===== src/rtl/ptp_pkg.sv =====
package ptp_pkg;
  localparam int unsigned PTP_CNT_W   = 7;
  localparam int unsigned PTP_DT_W    = 4;
  localparam int unsigned PTP_ENTRIES = 4;

  typedef enum logic {
    FR_CLOSED = 1'b0,
    FR_OPEN   = 1'b1
  } frame_state_e;
endpackage


===== src/rtl/ptp_holdoff.sv =====
module ptp_holdoff #(
  parameter int unsigned DT_W = 4
) (
  input  logic            clk,
  input  logic            rst_n,
  input  logic            gate_i,
  input  logic            load_i,
  input  logic [DT_W-1:0] len_i,
  output logic            arm_o
);
  logic [DT_W-1:0] remain_q;

  always_ff @(posedge clk or negedge rst_n) begin
    if (!rst_n) begin
      remain_q <= '0;
    end else if (load_i) begin
      remain_q <= len_i;
    end else if (remain_q != '0) begin
      remain_q <= remain_q - 1'b1;
    end
  end

  assign arm_o = gate_i && (remain_q == '0);
endmodule


===== src/rtl/ptp_tally.sv =====
module ptp_tally #(
  parameter int unsigned CNT_W = 7
) (
  input  logic             clk,
  input  logic             rst_n,
  input  logic             hit_i,
  input  logic             clear_i,
  input  logic             close_i,
  input  logic             rd_ready_i,
  output logic [CNT_W-1:0] live_o,
  output logic             rd_valid_o,
  output logic [CNT_W-1:0] rd_count_o,
  output logic             rd_sat_o
);
  localparam logic [CNT_W-1:0] TOP = '1;

  logic [CNT_W-1:0] cnt_q;
  logic [CNT_W-1:0] bumped;

  assign bumped = (hit_i && (cnt_q != TOP)) ? cnt_q + 1'b1 : cnt_q;

  always_ff @(posedge clk or negedge rst_n) begin
    if (!rst_n) begin
      cnt_q <= '0;
    end else if (clear_i) begin
      cnt_q <= '0;
    end else begin
      cnt_q <= bumped;
    end
  end

  always_ff @(posedge clk or negedge rst_n) begin
    if (!rst_n) begin
      rd_valid_o <= 1'b0;
      rd_count_o <= '0;
      rd_sat_o   <= 1'b0;
    end else if (close_i) begin
      rd_valid_o <= 1'b1;
      rd_count_o <= bumped;
      rd_sat_o   <= (bumped == TOP);
    end else if (rd_ready_i) begin
      rd_valid_o <= 1'b0;
    end
  end

  assign live_o = cnt_q;
endmodule


===== src/rtl/ptp_dt_table.sv =====
module ptp_dt_table #(
  parameter int unsigned CNT_W   = 7,
  parameter int unsigned DT_W    = 4,
  parameter int unsigned ENTRIES = 4,
  localparam int unsigned IDX_W  = $clog2(ENTRIES)
) (
  input  logic             clk,
  input  logic             rst_n,
  input  logic             wr_en_i,
  input  logic [IDX_W-1:0] wr_idx_i,
  input  logic [CNT_W-1:0] wr_thr_i,
  input  logic [DT_W-1:0]  wr_dt_i,
  input  logic [CNT_W-1:0] count_i,
  output logic [DT_W-1:0]  dt_o
);
  localparam int unsigned STEP = (2 ** CNT_W) / ENTRIES;

  logic [CNT_W-1:0] thr_q [ENTRIES];
  logic [DT_W-1:0]  dt_q  [ENTRIES];
  logic [IDX_W-1:0] sel;

  for (genvar g = 0; g < ENTRIES; g++) begin : g_entry
    localparam logic [CNT_W-1:0] THR_RST = CNT_W'(g * STEP);
    localparam logic [DT_W-1:0]  DT_RST  = DT_W'(2 * g + 1);

    always_ff @(posedge clk or negedge rst_n) begin
      if (!rst_n) begin
        thr_q[g] <= THR_RST;
        dt_q[g]  <= DT_RST;
      end else if (wr_en_i && (wr_idx_i == IDX_W'(g))) begin
        thr_q[g] <= wr_thr_i;
        dt_q[g]  <= wr_dt_i;
      end
    end
  end

  always_comb begin
    sel = '0;
    for (int i = 1; i < ENTRIES; i++) begin
      if (count_i >= thr_q[i]) begin
        sel = IDX_W'(i);
      end
    end
  end

  assign dt_o = dt_q[sel];
endmodule


===== src/rtl/photon_tally_pixel.sv =====
module photon_tally_pixel
  import ptp_pkg::*;
#(
  parameter int unsigned CNT_W   = PTP_CNT_W,
  parameter int unsigned DT_W    = PTP_DT_W,
  parameter int unsigned ENTRIES = PTP_ENTRIES,
  localparam int unsigned IDX_W  = $clog2(ENTRIES)
) (
  input  logic             clk,
  input  logic             rst_n,
  input  logic             gate_i,
  input  logic             aval_i,
  input  logic             frame_start_i,
  input  logic             frame_end_i,
  input  logic             tbl_valid_i,
  output logic             tbl_ready_o,
  input  logic [IDX_W-1:0] tbl_idx_i,
  input  logic [CNT_W-1:0] tbl_thresh_i,
  input  logic [DT_W-1:0]  tbl_dt_i,
  output logic             arm_en_o,
  output logic [DT_W-1:0]  dt_code_o,
  output logic             rd_valid_o,
  input  logic             rd_ready_i,
  output logic [CNT_W-1:0] rd_count_o,
  output logic             rd_sat_o
);
  frame_state_e     state_q;
  logic             frame_open;
  logic             hit;
  logic [CNT_W-1:0] live_count;

  always_ff @(posedge clk or negedge rst_n) begin
    if (!rst_n) begin
      state_q <= FR_CLOSED;
    end else if (frame_start_i) begin
      state_q <= FR_OPEN;
    end else if (frame_end_i) begin
      state_q <= FR_CLOSED;
    end
  end

  assign frame_open  = (state_q == FR_OPEN);
  assign tbl_ready_o = !frame_open;
  assign hit         = aval_i && arm_en_o && frame_open;

  ptp_holdoff #(.DT_W(DT_W)) u_holdoff (
    .clk    (clk),
    .rst_n  (rst_n),
    .gate_i (gate_i),
    .load_i (hit),
    .len_i  (dt_code_o),
    .arm_o  (arm_en_o)
  );

  ptp_tally #(.CNT_W(CNT_W)) u_tally (
    .clk        (clk),
    .rst_n      (rst_n),
    .hit_i      (hit),
    .clear_i    (frame_start_i || frame_end_i),
    .close_i    (frame_end_i),
    .rd_ready_i (rd_ready_i),
    .live_o     (live_count),
    .rd_valid_o (rd_valid_o),
    .rd_count_o (rd_count_o),
    .rd_sat_o   (rd_sat_o)
  );

  ptp_dt_table #(.CNT_W(CNT_W), .DT_W(DT_W), .ENTRIES(ENTRIES)) u_table (
    .clk      (clk),
    .rst_n    (rst_n),
    .wr_en_i  (tbl_valid_i && tbl_ready_o),
    .wr_idx_i (tbl_idx_i),
    .wr_thr_i (tbl_thresh_i),
    .wr_dt_i  (tbl_dt_i),
    .count_i  (live_count),
    .dt_o     (dt_code_o)
  );
endmodule


===== config.mk =====
export PLATFORM = sky130hd
export DESIGN_NAME = photon_tally_pixel
export DESIGN_NICKNAME = d
export VERILOG_FILES = /design/src/rtl/ptp_pkg.sv /design/src/rtl/ptp_holdoff.sv /design/src/rtl/ptp_tally.sv /design/src/rtl/ptp_dt_table.sv /design/src/rtl/photon_tally_pixel.sv
export SDC_FILE = /design/constraint.sdc
export NUM_CORES = 1
export LEC_CHECK = 0
export ABC_AREA = 0
export BUFFER_PORTS_ARGS = -buffer_cell sky130_fd_sc_hd__buf_2
export CORE_UTILIZATION = 58
export CTS_CLUSTER_SIZE = 12
export DETAILED_ROUTE_END_ITERATION = 16
export PLACE_DENSITY = 0.78
export SETUP_SLACK_MARGIN = 0.1
export SLEW_MARGIN = 20
export SYNTH_ARGS = -nofsm -noshare
export SYNTH_HDL_FRONTEND = slang
export SYNTH_HIERARCHICAL = 1
export SYNTH_SLANG_ARGS = --single-unit

===== constraint.sdc =====
create_clock -name clk -period 2.75 [get_ports clk]
set_input_delay 0.1375 -clock clk [delete_from_list [all_inputs] [get_ports clk]]
set_output_delay 0.1375 -clock clk [all_outputs]
set_load 0.03 [all_outputs]

After elaboration in Yosys (flattened, before gate mapping)
Index checks and enable logic that the tools add are counted.
- register bits: 58
- bits of input ports: 21
- logic and storage cells: 56
- $add $sub $neg: 2
- magnitude comparators: 4
- eq/ne operators: 5
- muxes and demuxes: 14
- bitwise logic cells: 1
- reduce and logical (&&, ||, !) cells: 17
- operator list (kind ; number):
    7-bit >= comparator ; 3
    4-bit 2-to-1 mux ; 4
    7-bit 2-to-1 mux ; 2
    1-bit logical AND ; 9
    4-bit binary-select mux with 2-bit select ; 1
    7-bit by 1-bit adder with 7-bit output (second input constant) ; 1
    7-bit equality test (second input constant) ; 1
    7-bit inequality test (second input constant) ; 1
    2-bit nonzero test ; 3
    1-bit 2-to-1 mux ; 5
    2-bit equality test (second input constant) ; 2
    4-bit logical NOT ; 1
    2-bit 2-to-1 mux ; 2
    4-bit nonzero test ; 1
    4-bit by 1-bit subtractor with 4-bit output (second input constant) ; 1
    3-bit >= comparator (second input constant) ; 1
    2-bit inverter with 3-bit output ; 1
    2-bit by 1-bit equality test with 1-bit output (second input constant) ; 1
    2-bit logical NOT ; 1
    1-bit logical NOT ; 1
    1-bit logical OR ; 1

Logic depth before layout (Yosys ltp)
- word-level depth: 9
- depth in mapped cells: 9

Cells and area by module
The synthesis kept the hierarchy.
- by module, submodules not included (module ; times used ; cells each ; area each (sq um)):
    ptp_dt_table ; 1 ; 179 ; 2083.2
    ptp_tally ; 1 ; 72 ; 749.5
    ptp_holdoff ; 1 ; 27 ; 267.8
    photon_tally_pixel ; 1 ; 6 ; 58.8

Worst setup path after synthesis
OpenSTA, ideal clock, no wires.
- path type: register -> register
- from: register u_table/thr_q[5] (netlist bit)
- to: register u_holdoff.remain_q[3]
- arrival: 2.624 ns
- slack: 0.057 ns
- cell stages (with the launch flop): 8
- buffers on the path: 0
- clock period less this slack: 2.693 ns
- cells stage by stage: dfstp_2 > inv_1 > ha_1 > a2111oi_4 > o21ai_2 > and2_4 > o31ai_1 > a221o_1
- word-level cells in the longest chain between the ends: 7
- RTL lines (element ; line ; source):
    from (decl) ; ptp_dt_table.sv:18 ; logic [CNT_W-1:0] thr_q [ENTRIES];
    from (signal, indexed assignment) ; ptp_dt_table.sv:31 ; thr_q[g] <= wr_thr_i;
    7-bit >= comparator ; ptp_dt_table.sv:40 ; if (count_i >= thr_q[i]) begin
    2-bit 2-to-1 mux ; ptp_dt_table.sv:40 ;
    2-bit inverter with 3-bit output (implied by the code) ; ptp_dt_table.sv:46 ; assign dt_o = dt_q[sel];
    4-bit binary-select mux with 2-bit select ; ptp_dt_table.sv:46 ;
    4-bit 2-to-1 mux (implied by the code) (2 in a row) ; ptp_dt_table.sv:46 ;
    via dt_code_o[3] ; photon_tally_pixel.sv:21 ; output logic [DT_W-1:0] dt_code_o,
    4-bit 2-to-1 mux ; ptp_holdoff.sv:16 ; end else if (load_i) begin
    to (signal assigned) ; ptp_holdoff.sv:17 ; remain_q <= len_i;
    to (signal assigned) ; ptp_holdoff.sv:19 ; remain_q <= remain_q - 1'b1;
    to (decl) ; ptp_holdoff.sv:11 ; logic [DT_W-1:0] remain_q;
The timed path passes the listed nets, and every way through them passes these cells. The select of a mux whose other input is x is not followed.
A chain may end at the register's enable or synchronous reset.

Final worst setup path
- from: register u_tally.cnt_q[4] (netlist: u_tally/live_o[4])
- to: output dt_code_o[2]
- word-level cells in the longest chain between the ends: 8
- elaborated cells on any way between the ends: 10
- RTL lines (element ; line ; source):
    from (decl) ; ptp_tally.sv:17 ; logic [CNT_W-1:0] cnt_q;
    from (signal assigned) ; ptp_tally.sv:28 ; cnt_q <= bumped;
    7-bit >= comparator ; ptp_dt_table.sv:40 ;
    1-bit 2-to-1 mux ; ptp_dt_table.sv:40 ;
    2-bit 2-to-1 mux ; ptp_dt_table.sv:40 ;
    2-bit 2-to-1 mux * ; ptp_dt_table.sv:40 ;
    2-bit inverter with 3-bit output (implied by the code) * ; ptp_dt_table.sv:46 ;
    4-bit binary-select mux with 2-bit select * ; ptp_dt_table.sv:46 ;
    4-bit 2-to-1 mux (implied by the code) * (2 in a row) ; ptp_dt_table.sv:46 ;
    to (decl) ; photon_tally_pixel.sv:21 ;
Mark *: on every way between the ends. The rest lies on a longest branch, timed or not. The select of a mux whose other input is x is not followed.

==> flow_summary.json <==
{
  "worst_pin_slew_ns": 0.877,
  "max_freq_mhz": 388,
  "synth_cell_type_count": 51,
  "place_ws_ns": 0.370,
  "netlist.area_leader.share_pct": 36.4,
  "synth_commonest_cells": "dfrtp_1 (46), mux2_2 (33), inv_1 (30)",
  "ys.warnings.count": 6,
  "wl_um": 6770,
  "die_area_mm2": 0.00575,
  "cts_root_buffer": "clkbuf_8",
  "crit_end": "dt_code_o[2]",
  "p_per_area_mw_per_mm2": 735,
  "endpoint_kind": "output pin",
  "p_leak_uw": 0.00179,
  "finalCritPeriodShare_pct": 93.8,
  "synth_edf_count": 0,
  "ys_top_cells_by_area": "dfrtp_1 (36%), mux2_2 (12%), dfstp_2 (10%)",
  "hold_viol": 0,
  "finalSetupViolCount": 0,
  "gp_congestion": 0.828,
  "io_buffers": 35,
  "critPathArrivalTime_ns": 2.44,
  "crit_start": "u_tally/live_o[4]",
  "synth_top_cell_by_area": "dfrtp_1",
  "drt_iter0_drc": 149,
  "reg2regPathDepth": 9,
  "wire_per_inst_um": 16.7,
  "syn-instance-count": 284,
  "grt_pass1_wl_um": 9980,
  "drc": 0,
  "final_nets": 376,
  "drive_above_1_share_pct": 37.8,
  "r2r_end": "u_tally/rd_count_o[5]",
  "track_usage_pct": 24.5,
  "grt_pass1_vias": 2117,
  "min_path_type": "in -> reg",
  "syn_area_mm2": 0.00316,
  "hp-start": "frame_start_i",
  "clkTransAtPathRegs_ns": 0.07,
  "io_pins": 36,
  "clk_latency_ns": 0.34,
  "finClkSkew_ns": 0.0100,
  "placedCellCount": 385,
  "crit_type": "reg -> out",
  "outcome": "completed",
  "die_h_um": 75.8,
  "drv_slew": 0,
  "rows": 26,
  "viasPerCell": 5.78,
  "path_max_fanout": 7,
  "core_mm2": 0.00517,
  "critPathRequiredTime_ns": 2.61,
  "area_growth_pct": 18.2,
  "holdWs_ns": 0.0313,
  "critical_path.startpoint_type": "flip-flop",
  "syn-num-nets": 329,
  "synth_area_per_cell_um2": 11.1,
  "fin_crit_ns": 2.58,
  "fin_cells": 406,
  "r2r_start": "u_holdoff/remain_q[0]",
  "ir_worst_vdd_mv": 0.538,
  "clock_path_buffers": 2,
  "relSlewSlack_pct": 41.4,
  "rsz0062_at_grt": "yes",
  "n_fill_cell": 378,
  "finalSetupTns_ns": 0,
  "final.setup.worst_slack_ns": 0.170,
  "ff2ff_setup_slack_ns": 0.35,
  "n_antenna_cell": 0,
  "firstDrtPassIters": 4,
  "ys_seq_area_share_pct": 46.4,
  "antenna_found_initial": 0,
  "fp.dieW_um": 75.8,
  "grt_max_degree": 59,
  "regArea_mm2": 0.00147,
  "synth_most_common_cell": "dfrtp_1",
  "synthArstFlopShare_pct": 100,
  "cts_made_buffers": 9,
  "grt_overflow": 0,
  "dpl.hpwl_um": 4580,
  "antenna_left": 0,
  "ys.flop_type": "dfrtp_1",
  "cts_tree": "built",
  "drv_cap": 0,
  "htree_levels": 3,
  "ys_ff_latch": 58,
  "vias": 2345,
  "start_util_pct": 61.1,
  "cts_sinks": 58,
  "multi_input_area_mm2": 0.00164
}
-- area by class of cell --
class                           instances  area share [%]
Multi-Input combinational cell        190            43.9
Tap cell                               70            2.35
Inverter                               30            3.02
Clock buffer                           13            4.25
Sequential cell                        58            39.3
Timing Repair Buffer                   42            6.73
Clock inverter                          3           0.402
-- repair_timing --
item | CTS | global route
hold buffers | 1 | 0
resized for setup | 8 | 14
endpoints found under the hold margin | 46 | 0
endpoints found under the setup margin | 4 | 4
pin swaps | 0 | 1
buffers inserted | 1 | 3
-- report_power, final --
part	leakage, uW	internal, uW	switching (uW)
Clock	0.0000932	372	318
Combinational	0.000996	415	471
Sequential	0.000697	1060	110
Total	0.00179	1850	898
-- per-layer routing --
layer  track usage, %  share of wire (%)  vias to the layer above
met4             13.8                3.1                        0
met2             38.3                 47                       69
met5                0                  0                        -
met3             5.03                4.3                       20
li1                 -                  -                     1109
met1             31.7                 45                     1147
-- kinds of logic (layout without fill, tap and decap cells) --
group / count (synthesis) / in the layout / share of synthesized area [%]
simple gates: 68 / 68 / 11.6
flops: 58 / 58 / 46.4
compound gates: 54 / 54 / 12.9
mux: 38 / 38 / 13.5
buf+inv: 36 / 88 / 4.44
fa+ha+maj: 24 / 24 / 9.51
xor+xnor: 6 / 6 / 1.66
-- critical path, cell delays in order, from the launching register on --
cell	delay, ns
dfrtp_2	0.46
ha_1	0.34
a21o_1	0.20
a211oi_2	0.27
o21ai_2	0.16
a221oi_2	0.41
o31ai_4	0.09
buf_4	0.17
-- worst min path at each step --
stage	slack, ns	cells past startpoint	to
floorplan	-0.16	0	frame_open
global placement	0.32	2	u_tally/rd_valid_o
detailed placement	0.33	2	u_tally/rd_count_o[0]
CTS	0.02	2	frame_open
global route	0.05	2	u_table/thr_q[20]
finish	0.03	2	frame_open
-- stage by stage --
stage               utilization, %  total power [uW]  instance area, um2
global placement              66.0              1910                3410
global route                  72.2              2900                3730
floorplan                        -              1730                3160
finish                        72.2              2740                3730
detailed placement            66.0              1950                3410
CTS                           70.3              2680                3640
-- cell usage in the layout, fill, tap and decap left out, types with 6 or more instances in the layout --
| cell type | n |
|---|---|
| dfrtp_1 | 44 |
| mux2_2 | 33 |
| buf_2 | 31 |
| inv_1 | 30 |
| ha_1 | 24 |
| nand2_1 | 15 |
| nor2_1 | 15 |
| dfstp_2 | 12 |
| clkbuf_8 | 11 |
| a21oi_1 | 9 |
| nand3_1 | 8 |
| buf_4 | 7 |
| nor3_1 | 6 |
-- sequential cells by signal (all words and copies together), names as in the netlist --
name,cells
u_tally/rd_valid_o,1
u_tally/rd_count_o,7
u_holdoff/remain_q,4
u_table/dt_q,16
frame_open,1
u_tally/rd_sat_o,1
u_tally/live_o,7
u_table/thr_q,21
Power figures use the tool's default switching activity.
